### config.mk
export PLATFORM = sky130hd
export DESIGN_NAME = decouple_fifo
export DESIGN_NICKNAME = d
export VERILOG_FILES = /design/src/rtl/decouple_fifo_pkg.sv /design/src/rtl/dfifo_ptr.sv /design/src/rtl/dfifo_ctrl.sv /design/src/rtl/dfifo_store.sv /design/src/rtl/decouple_fifo.sv
export SDC_FILE = /design/constraint.sdc
export NUM_CORES = 1
export LEC_CHECK = 0
export BUFFER_PORTS_ARGS = -buffer_cell sky130_fd_sc_hd__buf_2
export CORE_MARGIN = 2
export CORE_UTILIZATION = 60
export DETAILED_ROUTE_END_ITERATION = 10
export PLACE_DENSITY_LB_ADDON = 0.05
export SYNTH_ARGS = -nofsm -noshare
export SYNTH_HDL_FRONTEND = slang
export SYNTH_SLANG_ARGS = --single-unit
### constraint.sdc
create_clock -name clk -period 5.5 [get_ports clk]
set_clock_uncertainty 0.05 [all_clocks]
set_input_delay 0.275 -clock clk [delete_from_list [all_inputs] [get_ports clk]]
set_output_delay 0.275 -clock clk [all_outputs]
set_load 0.02 [all_outputs]
### src/rtl/decouple_fifo_pkg.sv
package decouple_fifo_pkg;

  // Index width for a ring of the given size (at least one bit).
  function automatic int slot_index_width(input int depth);
    return (depth > 1) ? $clog2(depth) : 1;
  endfunction

  // Width able to hold the values 0..depth.
  function automatic int level_width(input int depth);
    return $clog2(depth + 1);
  endfunction

  typedef struct packed {
    logic full;
    logic empty;
  } occ_flags_t;

endpackage

### src/rtl/dfifo_ptr.sv
module dfifo_ptr #(
  parameter int DEPTH = 4,
  parameter int PW    = 2
) (
  input  logic          clk,
  input  logic          rst,
  input  logic          adv,
  output logic [PW-1:0] ptr
);

  localparam logic [PW-1:0] LAST = PW'(DEPTH - 1);

  logic [PW-1:0] ptr_q;

  generate
    if (DEPTH == 1) begin : g_fixed
      // A single slot is always addressed by zero.
      logic unused_adv;
      assign unused_adv = adv;
      always_ff @(posedge clk) begin
        if (rst) ptr_q <= '0;
        else     ptr_q <= '0;
      end
    end else begin : g_ring
      always_ff @(posedge clk) begin
        if (rst) begin
          ptr_q <= '0;
        end else if (adv) begin
          if (ptr_q == LAST) ptr_q <= '0;
          else               ptr_q <= ptr_q + 1'b1;
        end
      end
    end
  endgenerate

  assign ptr = ptr_q;

endmodule

### src/rtl/dfifo_ctrl.sv
module dfifo_ctrl
  import decouple_fifo_pkg::*;
#(
  parameter int DEPTH = 4,
  parameter int PW    = 2
) (
  input  logic          clk,
  input  logic          rst,
  input  logic          in_valid,
  input  logic          out_ready,
  output logic          push,
  output logic          pop,
  output logic [PW-1:0] wr_ptr,
  output logic [PW-1:0] rd_ptr,
  output occ_flags_t    flags
);

  localparam int CW = level_width(DEPTH);
  localparam logic [CW-1:0] FULL_LEVEL = CW'(DEPTH);

  logic [CW-1:0] level_q;
  logic [CW-1:0] level_nxt;
  occ_flags_t    flags_q;

  // Acceptance uses only the registered flags of this side.
  assign push = in_valid  & ~flags_q.full;
  assign pop  = out_ready & ~flags_q.empty;

  always_comb begin
    level_nxt = level_q;
    unique case ({push, pop})
      2'b10:   level_nxt = level_q + 1'b1;
      2'b01:   level_nxt = level_q - 1'b1;
      default: level_nxt = level_q;
    endcase
  end

  always_ff @(posedge clk) begin
    if (rst) begin
      level_q       <= '0;
      flags_q.full  <= 1'b0;
      flags_q.empty <= 1'b1;
    end else begin
      level_q       <= level_nxt;
      flags_q.full  <= (level_nxt == FULL_LEVEL);
      flags_q.empty <= (level_nxt == '0);
    end
  end

  dfifo_ptr #(.DEPTH(DEPTH), .PW(PW)) u_wr_ptr (
    .clk (clk),
    .rst (rst),
    .adv (push),
    .ptr (wr_ptr)
  );

  dfifo_ptr #(.DEPTH(DEPTH), .PW(PW)) u_rd_ptr (
    .clk (clk),
    .rst (rst),
    .adv (pop),
    .ptr (rd_ptr)
  );

  assign flags = flags_q;

endmodule

### src/rtl/dfifo_store.sv
module dfifo_store #(
  parameter int WIDTH = 16,
  parameter int DEPTH = 4,
  parameter int PW    = 2
) (
  input  logic             clk,
  input  logic             we,
  input  logic [PW-1:0]    waddr,
  input  logic [WIDTH-1:0] wdata,
  input  logic [PW-1:0]    raddr,
  output logic [WIDTH-1:0] rdata
);

  generate
    if (DEPTH == 1) begin : g_single
      logic [WIDTH-1:0] slot_q;
      logic             unused_addr;
      assign unused_addr = ^{waddr, raddr};
      always_ff @(posedge clk) begin
        if (we) slot_q <= wdata;
      end
      assign rdata = slot_q;
    end else begin : g_array
      // Write-synchronous, read-asynchronous: maps to distributed RAM.
      logic [WIDTH-1:0] mem [DEPTH];
      always_ff @(posedge clk) begin
        if (we) mem[waddr] <= wdata;
      end
      assign rdata = mem[raddr];
    end
  endgenerate

endmodule

### src/rtl/decouple_fifo.sv
module decouple_fifo
  import decouple_fifo_pkg::*;
#(
  parameter int WIDTH = 16,
  parameter int DEPTH = 4
) (
  input  logic             clk,
  input  logic             rst,
  input  logic             in_valid,
  output logic             in_ready,
  input  logic [WIDTH-1:0] in_data,
  output logic             out_valid,
  input  logic             out_ready,
  output logic [WIDTH-1:0] out_data
);

  localparam int PW = slot_index_width(DEPTH);

  logic          push;
  logic          pop;
  logic [PW-1:0] wr_ptr;
  logic [PW-1:0] rd_ptr;
  occ_flags_t    flags;

  dfifo_ctrl #(.DEPTH(DEPTH), .PW(PW)) u_ctrl (
    .clk       (clk),
    .rst       (rst),
    .in_valid  (in_valid),
    .out_ready (out_ready),
    .push      (push),
    .pop       (pop),
    .wr_ptr    (wr_ptr),
    .rd_ptr    (rd_ptr),
    .flags     (flags)
  );

  dfifo_store #(.WIDTH(WIDTH), .DEPTH(DEPTH), .PW(PW)) u_store (
    .clk   (clk),
    .we    (push),
    .waddr (wr_ptr),
    .wdata (in_data),
    .raddr (rd_ptr),
    .rdata (out_data)
  );

  logic unused_pop;
  assign unused_pop = pop;

  assign in_ready  = ~flags.full;
  assign out_valid = ~flags.empty;

endmodule

* After elaboration in Yosys (flattened, before gate mapping)
Memory sizes are Yosys's and may differ from the RTL's. A register that Yosys moved wholly into a read port is not among the register bits.
Index checks and enable logic that the tools add are counted.
** Storage, ports and cells
- RAM bits :: 64
- Memories kept :: 1
- Word-level logic and storage cells :: 27
- Flip-flop bits (word level) :: 9
- Bits in read-only memories :: 0
- Output and inout bits :: 18
- Latch bits :: 0
** Operators by class
- Add/sub/neg operators :: 4
- Magnitude comparators :: 0
- Reduce and logical (&&, ||, !) cells :: 1
- Divide/modulo/power cells :: 0
- Eq/ne operators :: 5
- Muxes and demuxes :: 7
- $mul :: 0
- Bitwise gates (word level) :: 4
- Shift-type cells :: 0
** Memory list
- u_store.g_array.mem :: depth 4, width 16, rd ports 1, clocked after memory_dff 1, wr ports 1, RTL line dfifo_store.sv:25 : logic [WIDTH-1:0] mem [DEPTH];
** Operators with widths (number)
- 2-to-1 mux 2 bit :: 4
- equality test 2 bit (second input constant) :: 3
- one-hot mux 3 bit (2 select lines) :: 1
- adder 2 x 1 -> 2 bit (second input constant) :: 2
- adder 3 x 1 -> 3 bit (second input constant) :: 1
- equality test 3 bit (second input constant) :: 1
- logical NOT 3 bit :: 1
- subtractor 3 x 1 -> 3 bit (second input constant) :: 1
- AND 1 bit :: 2
- equality test 2 x 1 -> 1 bit (second input constant) :: 1
- 2-to-1 mux 1 bit :: 2
- inverter 1 bit :: 2

* Depth between registers and ports, before layout
Gate-level depths: netlist of run 1.
- Depth in word-level cells :: 5
- Depth in mapped cells :: 8

* Modules after synthesis
A second synthesis of run 1 with hierarchy kept.
** Second synthesis, totals
- Cell total of the unflattened synthesis :: 135
- Area total of the unflattened synthesis :: 2830.2 µm²
** By module, submodules not included
- dfifo_store :: area each 2377.3 µm², sequential area each 1921.8 µm², instances 1, cells an instance 88
- dfifo_ctrl :: area each 272.8 µm², sequential area each 100.1 µm², instances 1, cells an instance 29
- dfifo_ptr :: area each 86.3 µm², sequential area each 40.0 µm², instances 2, cells an instance 8
- decouple_fifo :: area each 7.5 µm², sequential area each 0.0 µm², instances 1, cells an instance 2

* Worst setup path after synthesis of run 1
No wires, ideal clock.
- Path kind :: register -> register
- Start :: reg u_ctrl.flags_q, in the netlist u_ctrl.flags[1]
- End :: reg u_ctrl.flags_q, in the netlist u_ctrl.flags[0]
- Buffers on the path :: 1
- Required time :: 5.328 ns
- Arrival :: 1.969 ns
- Setup slack :: 3.359 ns
- Stages on the path, launching flop included :: 9
- Cell sequence :: dfxtp_1 nor2b_1 clkbuf_1 inv_1 ha_1 fa_1 xnor2_1 or4_4 o311a_1
** Between the ends
- Longest elaborated chain between the ends :: 5
- Elaborated cells between the ends (all ways) :: 6
- Those cells by class :: eq/ne (2); mux (1); bitwise (2); reduce/logical (1)
** RTL lines
- start: declaration :: RTL line dfifo_ctrl.sv:23 : occ_flags_t flags_q;
- inverter 1 bit * :: RTL line dfifo_ctrl.sv:26 : assign push = in_valid & ~flags_q.full;
- AND 1 bit * :: RTL line dfifo_ctrl.sv:26
- equality test 2 x 1 -> 1 bit or equality test 2 bit (tied branches) :: RTL line dfifo_ctrl.sv:31 : unique case ({push, pop})
- one-hot mux 3 bit (2 select lines) * :: RTL line dfifo_ctrl.sv:31
- logical NOT 3 bit * :: RTL line dfifo_ctrl.sv:46 : flags_q.empty <= (level_nxt == '0);
Mark *: on every way between the ends. The rest lies on a longest branch, timed or not.
A chain may end at the register's enable or synchronous reset.

==> run metrics, run 1 <==
outcome=finished clean; Skew-Pair Late Insertion Delay=0.33 ns; register bit count reported by yosys=75; CTS Buffer Depth=2; WS Path Type=flip-flop to output pin; syn avg cell area=~20 sq um; num ports=38; Setup Buffers After CTS=0; n_diodes=0; CP Launch Type=flip-flop; NumNets Final=210; RSZ-0062 raised after global routing=no; FP Rows=25; post-DR wirelength/cell=approximately 18 um; post-synth cell types=24; Max FO, Critical Path=16; EDFF count, synth=64; Slew Limit Fails=0; CTS tree=done; Max Clock Freq=roughly 400 MHz; DR vias=~1400; CORE AREA=4660 sq um; Final HPWL DP=2.71 mm; crit path max-delay cell type=dfxtp_1; total gr overflow=0; most frequent cells in the layout=64 x edfxtp_1, 37 x buf_2, 16 x mux4_2; Starting Density=0.617; largest family of logic cells by synthesized area=multiplexers; Setup-failing EPs final=0; Cells after Synth=142; Setup crit end kind=output pin; Pre-Repair DR Iteration Count=6; CTS Hold Bufs=0; clock sinks=between 70 and 80; XOR/XNOR share of the synthesized area=0.00609; total track usage=0.181; mux cell area share after synthesis=0.143; syn nets=169; pwr dens=a little over 400 nW/um^2; fin crit period=between 2 and 3 ns; CTS root buffer=clkbuf_8; number of vias per cell=around 5.7; fraction of the mapped netlist area in adder cells=0.0330; final core occ=0.698; Fillers=a little over 300; Cell Area, Synth=2880 sq um; post-route ant nets=0; Iter 0 DRT Violations=63; die width=73.3 um; largest net degree at the start of global routing=17; Layout area overhead=13.0%; leading cell type in the layout, fill and taps excluded=edfxtp_1; TritonCTS buffer count=9; global-route wire length before repair=6.77 mm; Final Hold Fails=0; leakage power=1.15 nW; Slew headroom=0.270; # Max-Cap Violations=0; final worst-path setup slack=approximately 3 ns; share of post-route cells with drive strength above 1=0.353; Die H=approximately 73 um; final setup TNS=0 ns; Routed Wire Length=about 4.2 mm; Post-CTS Resized=0; Worst VDD drop=0.329 mV; simple-gate share of the synthesized area=0.0391; CP required=about 5.2 ns; number of global-route vias before repair=approximately 1400; ys async rst share=0; Ys Warns=0; worst stage delay on the critical path=roughly 1.1 ns; Synth Area in Compound Gates=0.0100; RD Place Congestion=around 0.70; initial antenna violation count=0; # port buffers=37; clk slew on worst S/H paths=approximately 0.070 ns; Worst-Margin Slew=1.09 ns; fin crit share=0.455; worst hold path class=input port to flip-flop; Most used DFF post-synth=edfxtp_1; H-tree depth=3; worst slack, placed=just over 3 ns; DRC violations left=0; Crit path arrival time=roughly 2.2 ns; CP Cell Sequence=mux4_2 > buf_2; sequential share of the synthesized area=0.744; DIE AREA=~5400 sq um
## flip-flops by register name, summed over array words and instances, names as in the netlist, named ones only
register,cells
u_ctrl.level_q,3
u_ctrl.u_wr_ptr.ptr,2
u_store.g_array.mem,64
u_ctrl.u_rd_ptr.ptr,2
u_ctrl.flags,2
## stage by stage
stage | cell area [sq um] | power [W] | hold WS, ns | cells
3_5_place_dp | 3080 | 0.000975 | 0.444 | 226
3_3_place_gp | 3080 | 0.000960 | 0.432 | 226
6_report | 3250 | 0.00134 | 0.104 | 241
4_1_cts | 3250 | 0.00135 | 0.0885 | 241
5_1_grt | 3250 | 0.00140 | 0.0870 | 241
2_1_floorplan | 2880 | 0.000909 | 0.324 | 142
## power by group
group	internal, W	total (W)	switching (W)
registers	0.000672	0.000715	0.0000428
clock network	0.000204	0.000377	0.000173
logic	0.000113	0.000243	0.000130
total	0.000989	0.00134	0.000346
## cell families after synthesis
| logic type | Yosys count |
|---|---|
| DFF | 75 |
| muxes | 21 |
| and+or+nand+nor | 21 |
| buffers and inverters | 12 |
| adders and majority gates | 7 |
| AOI/OAI and AO/OA | 4 |
| xor gates and xnor gates | 2 |
## critical path, delay by kind of cell, from the launching register on
kind | cells | cell delay [ns]
buf+inv | 1 | 0.17
flops | 1 | 1.05
mux | 1 | 0.62
## per-layer routing
metal / vias up / routed length [um] / GRT usage
li1: 635 / - / -
met4: 0 / 87 / 0.0988
met2: 34 / 2200 / 0.285
met5: - / 0 / 0
met3: 9 / 173 / 0.0453
met1: 702 / 1780 / 0.233
## final cells by class
class | count | area [sq um] | share of cell area
Clock inverter | 4 | 42.5 | 0.0131
Sequential cell | 75 | 2140 | 0.659
Tap cell | 54 | 67.6 | 0.0208
Inverter | 5 | 18.8 | 0.00577
Multi-Input combinational cell | 55 | 664 | 0.204
Timing Repair Buffer | 37 | 185 | 0.0569
Clock buffer | 11 | 131 | 0.0404
## final timing paths
check | cells past startpoint | slack [ns] | end | startpoint
min reg2reg | 2 | 0.51 | u_ctrl.u_wr_ptr.ptr[1]$_SDFFE_PP0P_ | u_ctrl.u_wr_ptr.ptr[1]$_SDFFE_PP0P_
max | 2 | 3.00 | out_data[11] | flip-flop
max reg2reg | 7 | 3.16 | u_ctrl.flags[0]$_SDFF_PP1_ | u_ctrl.flags[1]$_SDFF_PP0_
min | 1 | 0.10 | u_store.g_array.mem[3][8]$_DFFE_PP_ | in_data[8]
## synth_stat cells, types with 2 or more instances
master / number / area [sq um]
clkbuf_2: 2 / 10.0
mux2i_1: 5 / 50.1
inv_1: 5 / 18.8
nor2_1: 9 / 33.8
edfxtp_1: 64 / 1920
dfxtp_1: 11 / 220
and2_1: 4 / 25.0
nor2b_1: 3 / 18.8
nand2_1: 2 / 7.51
ha_1: 6 / 75.1
mux4_2: 16 / 360
buf_6: 3 / 33.8
Note: power is estimated with default switching activity, not from simulation.
==> run 2: changes to the inputs <==
--- a/config.mk
+++ b/config.mk
@@ -7,7 +7,7 @@
 export LEC_CHECK = 0
 export BUFFER_PORTS_ARGS = -buffer_cell sky130_fd_sc_hd__buf_2
 export CORE_MARGIN = 2
-export CORE_UTILIZATION = 60
+export CORE_UTILIZATION = 56
 export DETAILED_ROUTE_END_ITERATION = 10
 export PLACE_DENSITY_LB_ADDON = 0.05
 export SYNTH_ARGS = -nofsm -noshare
==> constraint.sdc (replaced) <==
create_clock -name clk -period 2.6 [get_ports clk]
set_clock_uncertainty 0.05 [all_clocks]
set_input_delay 0.13 -clock clk [delete_from_list [all_inputs] [get_ports clk]]
set_output_delay 0.13 -clock clk [all_outputs]
set_load 0.02 [all_outputs]
==> run metrics, run 2 (synthesis gave the netlist of run 1 again) <==
DIE AREA=about 5700 sq um; Starting Density=0.571; H-tree depth=3; design area=about 3500 sq um; number of global-route vias before repair=about 1500; final core occ=0.687; RD Place Congestion=a little over 0.7; DP Cell Count=roughly 250; crit path max-delay cell type=or4_4; DR vias=around 1400; # Max-Cap Violations=0; total gr overflow=0; FP Rows=26; num ports=38; footprint of the multi-input gates=664 sq um; R2R cell count=7; Setup crit end kind=flip-flop; Most flops, register=u_store.g_array.mem; NumNets Final=between 200 and 250; Fillers=about 350; number of vias per cell=slightly above 5; initial antenna violation count=0; most frequent cells in the layout=64 x edfxtp_1, 37 x buf_2, 16 x mux4_2, 16 x dlygate4sd3_1, 11 x dfxtp_1; clk slew on worst S/H paths=around 0.070 ns; r2r endpoint=u_ctrl.flags[0]$_SDFF_PP1_; R2R setup slack=0.45 ns; Worst-Margin Slew=just under 0.8 ns; Largest register FFs=64; Routed Wire Length=approximately 4.7 mm; Hold Path End=u_ctrl.level_q[0]$_SDFF_PP0_; Pre-Repair DR Iteration Count=4; outcome=finished clean; worst reg2reg path startpoint=u_ctrl.flags[1]$_SDFF_PP0_; TritonCTS buffer count=9; Final HPWL DP=3.00 mm; WS Path Type=flip-flop to flip-flop; Die H=approximately 76 um; Max FO, Critical Path=3; Slew headroom=0.470; CTS root buffer=clkbuf_8; Max Clock Freq=466 MHz; fin crit share=0.825; Setup-failing EPs final=0; Worst Path Buf+Inv=1; RSZ-0062 raised after global routing=no; leakage power=1.25 nW; post-route ant nets=0; CP Launch Type=flip-flop; # port buffers=37; Cell Count, Final, Fillers Out=280; Crit path arrival time=around 2.3 ns; CP Cell Sequence=nor2b_1 > inv_1 > ha_1 > fa_1 > xnor2_1 > or4_4 > o311a_1; CP required=between 2 and 3 ns; total track usage=0.183; Worst VDD drop=~0.5 mV; share of post-route cells with drive strength above 1=0.357; n_diodes=0; post-DR wirelength/cell=roughly 17 um; CORE AREA=5040 sq um; leading cell type in the layout, fill and taps excluded=edfxtp_1; DP Area=about 3100 sq um; final setup TNS=0 ns; worst hold path class=input port to flip-flop; Slew Limit Fails=0; Iter 0 DRT Violations=between 80 and 90; CTS Hold Bufs=16; Post-CTS Resized=0; fin crit period=between 2 and 2.5 ns; Setup Buffers After CTS=0; global-route wire length before repair=between 6 and 7 mm; clock sinks=between 70 and 80; largest registers=u_store.g_array.mem (64), u_ctrl.level_q (3); WHS Path Cells=2; sequential cell area=about 2100 sq um; pwr dens=808 nW/um^2; Skew-Pair Late Insertion Delay=about 0.33 ns; DRC violations left=0; hold path start=rst; die width=roughly 76 um; CTS Buffer Depth=2; CP top delay family=adder cells; Final Hold Fails=0; largest net degree at the start of global routing=17; Layout area overhead=20.3%; worst stage delay on the critical path=~0.46 ns; CTS tree=done
## run 2: cell types whose count changed in the layout (fill, tap and decap cells not counted), sizes merged
cell	delta
bufinv	-1
buf	+6
dlygate4sd3	+16
clkbuf	-1
clkinv	+3
## run 2: worst max-delay path by stage
| stage | from | endpoint | depth (start not counted) |
|---|---|---|---|
| 2_1_floorplan | u_ctrl.flags[1]$_SDFF_PP0_ | u_ctrl.flags[0]$_SDFF_PP1_ | 8 |
| 3_3_place_gp | u_ctrl.flags[1]$_SDFF_PP0_ | u_ctrl.flags[0]$_SDFF_PP1_ | 7 |
| 3_5_place_dp | u_ctrl.flags[1]$_SDFF_PP0_ | u_ctrl.flags[0]$_SDFF_PP1_ | 7 |
| 4_1_cts | u_ctrl.flags[1]$_SDFF_PP0_ | u_ctrl.flags[0]$_SDFF_PP1_ | 7 |
| 5_1_grt | u_ctrl.flags[1]$_SDFF_PP0_ | u_ctrl.flags[0]$_SDFF_PP1_ | 7 |
| 6_report | u_ctrl.flags[1]$_SDFF_PP0_ | u_ctrl.flags[0]$_SDFF_PP1_ | 7 |
## run 2: through the flow
| step | hold WS (ns) | power [W] | worst slack, ns |
|---|---|---|---|
| floorplan | 0.179 | 0.00192 | 0.459 |
| global placement | 0.289 | 0.00204 | 0.603 |
| detailed placement | 0.297 | 0.00208 | 0.468 |
| CTS | 0.00949 | 0.00283 | 0.454 |
| global route | 0.0355 | 0.00293 | 0.371 |
| finish | 0.0222 | 0.00280 | 0.454 |
## run 2: per-layer routing
layer / up-vias / part of all wire / global-route usage
met2: 32 / 0.54 / 0.311
met4: 0 / 0.023 / 0.117
li1: 679 / - / -
met1: 725 / 0.41 / 0.209
met5: - / 0 / 0
met3: 10 / 0.026 / 0.0397
## run 2: layout make-up
type                            count  share of cell area
Sequential cell                    75               0.618
Multi-Input combinational cell     55               0.192
Timing Repair Buffer               59               0.113
Clock buffer                       10              0.0368
Tap cell                           70              0.0253
Clock inverter                      6             0.00939
Inverter                            5             0.00542
## run 2: worst reg2reg max path, cell delays in order, from the launching register on
cell,delay [ns]
dfxtp_1,0.31
nor2b_1,0.14
inv_1,0.08
ha_1,0.25
fa_1,0.41
xnor2_1,0.19
or4_4,0.46
o311a_1,0.14
## run 2: report_power, final
| group | total [W] | internal [W] | switching (W) |
|---|---|---|---|
| logic | 0.000587 | 0.000269 | 0.000318 |
| clock network | 0.000729 | 0.000338 | 0.000391 |
| registers | 0.00148 | 0.00142 | 0.0000607 |
| total | 0.00280 | 0.00203 | 0.000770 |
==> run 3: changes to the inputs <==
==> constraint.sdc (replaced) <==
create_clock -name clk -period 2.18 [get_ports clk]
set_clock_uncertainty 0.05 [all_clocks]
set_input_delay 0.109 -clock clk [delete_from_list [all_inputs] [get_ports clk]]
set_output_delay 0.109 -clock clk [all_outputs]
set_load 0.02 [all_outputs]
==> run metrics, run 3 (synthesis gave the netlist of run 1 again) <==
Iter 0 DRT Violations=102; number of vias per cell=just over 5; CTS Buffer Depth=2; Slew headroom=0.426; num ports=38; post-route ant nets=0; Max Clock Freq=486 MHz; Cell Count, Final, Fillers Out=approximately 280; initial antenna violation count=0; RSZ-0062 raised after global routing=no; Setup crit end kind=flip-flop; hold path start=out_ready; Sw Ratio=0.254; largest net degree at the start of global routing=17; share of post-route cells with drive strength above 1=0.373; NumNets Final=around 230; fin crit period=2.06 ns; Worst-Margin Slew=around 0.86 ns; Most flops, register=u_store.g_array.mem; Slew Limit Fails=0; Pre-Repair DR Iteration Count=4; DR vias=about 1500; R2R setup slack=0.12 ns; worst hold path class=input port to flip-flop; Final Hold Fails=0; internal power=roughly 0.0028 W; Fillers=about 350; CP required=approximately 2.4 ns; leading cell type in the layout, fill and taps excluded=edfxtp_1; leakage power=1.28 nW; Clk pwr share=0.335; n_diodes=0; Crit path arrival time=around 2.2 ns; clk slew on worst S/H paths=roughly 0.070 ns; Comb power frac=0.193; CTS root buffer=clkbuf_8; # port buffers=37; Largest register FFs=64; Setup-failing EPs final=0; WHS Path Cells=4; FP Rows=26; DRC violations left=0; worst reg2reg path startpoint=u_ctrl.flags[1]$_SDFF_PP0_; Sw Pwr=roughly 0.00095 W; RD Place Congestion=between 0.7 and 0.8; Die H=75.7 um; R2R cell count=7; final setup TNS=0 ns; CTS tree=done; fin crit share=0.943; total track usage=0.188; total gr overflow=0; CORE AREA=slightly above 5000 sq um; Max FO, Critical Path=3; clock sinks=75; largest registers=u_store.g_array.mem (64), u_ctrl.level_q (3); CP Launch Type=flip-flop; DIE AREA=~5700 sq um; TritonCTS buffer count=9; WS Path Type=flip-flop to flip-flop; Layout area overhead=23.9%; post-DR wirelength/cell=roughly 17 um; # Max-Cap Violations=0; Skew-Pair Late Insertion Delay=about 0.33 ns; Seq pwr share=0.473; Routed Wire Length=approximately 4.8 mm; DP Cell Count=roughly 250; number of global-route vias before repair=between 1500 and 2000; Starting Density=0.571; global-route wire length before repair=around 7.3 mm; r2r endpoint=u_ctrl.flags[0]$_SDFF_PP1_; die width=approximately 76 um; most frequent cells in the layout=64 x edfxtp_1, 37 x buf_2, 17 x dlygate4sd3_1; outcome=finished clean; H-tree depth=3; Worst VDD drop=between 0.6 and 0.7 mV; pwr dens=~1000 nW/um^2; Hold Path End=u_ctrl.u_rd_ptr.ptr[0]$_SDFFE_PP0N_; Final HPWL DP=a little over 3 mm
==> run 3: timing repair <==
action / 4_1_cts / 5_1_grt
buffers inserted: 0 / 0
endpoints found under the hold margin: 66 / 0
resized for setup: 0 / 2
hold buffers: 17 / 0
endpoints found under the setup margin: 0 / 2
==> run 3: stage by stage <==
step	setup slack, ns	hold WS [ns]	power (W)	utilization	instance area, sq um
floorplan	0.0390	0.158	0.00229	-	2880
global placement	0.185	0.269	0.00245	0.625	3150
detailed placement	0.0827	0.275	0.00249	0.625	3150
CTS	0.0683	0.278	0.00376	0.706	3560
global route	0.00458	0.287	0.00388	0.707	3570
finish	0.124	0.278	0.00373	0.707	3570
==> run 3: routing by layer <==
metal	GRT usage	up-vias	wire length, um
li1	-	682	-
met1	0.218	737	1900
met2	0.331	28	2670
met3	0.0357	6	120
met4	0.0975	0	59
met5	0	-	0
==> run 3: power by group through the flow <==
stage                     clock, W  combinational (W)  sequential, W
after floorplan                  0           0.000522        0.00177
after detailed placement         0           0.000700        0.00179
after global placement           0           0.000675        0.00178
final                      0.00125           0.000719        0.00176
after CTS                  0.00127           0.000727        0.00176
after global routing       0.00132           0.000794        0.00177
==> run 3: how the worst max path moves through the flow <==
stage / start / endpoint / slack, ns
detailed placement: u_ctrl.flags[1]$_SDFF_PP0_ / u_ctrl.flags[0]$_SDFF_PP1_ / 0.08
global route: u_ctrl.flags[1]$_SDFF_PP0_ / u_ctrl.flags[0]$_SDFF_PP1_ / 0.005
finish: u_ctrl.flags[1]$_SDFF_PP0_ / u_ctrl.flags[0]$_SDFF_PP1_ / 0.12
global placement: u_ctrl.flags[1]$_SDFF_PP0_ / u_ctrl.flags[0]$_SDFF_PP1_ / 0.19
CTS: u_ctrl.flags[1]$_SDFF_PP0_ / u_ctrl.flags[0]$_SDFF_PP1_ / 0.07
floorplan: u_ctrl.flags[1]$_SDFF_PP0_ / u_ctrl.flags[0]$_SDFF_PP1_ / 0.04
==> run 3: final cells by class <==
type,count,area [sq um],share of cell area
clock inverters,7,116,0.0326
clock buffers,9,124,0.0347
well taps,70,87.6,0.0246
flip-flops and latches,75,2140,0.601
inverters,5,18.8,0.00526
multi-input cells,55,669,0.188
repair buffers,61,408,0.114
==> run 3: worst max-delay path, cell delays in order (launching register included) <==
cell	delay [ns]
dfxtp_1	0.31
nor2b_1	0.14
inv_1	0.06
ha_1	0.24
fa_2	0.37
xnor2_1	0.17
or4_4	0.46
o311a_1	0.14
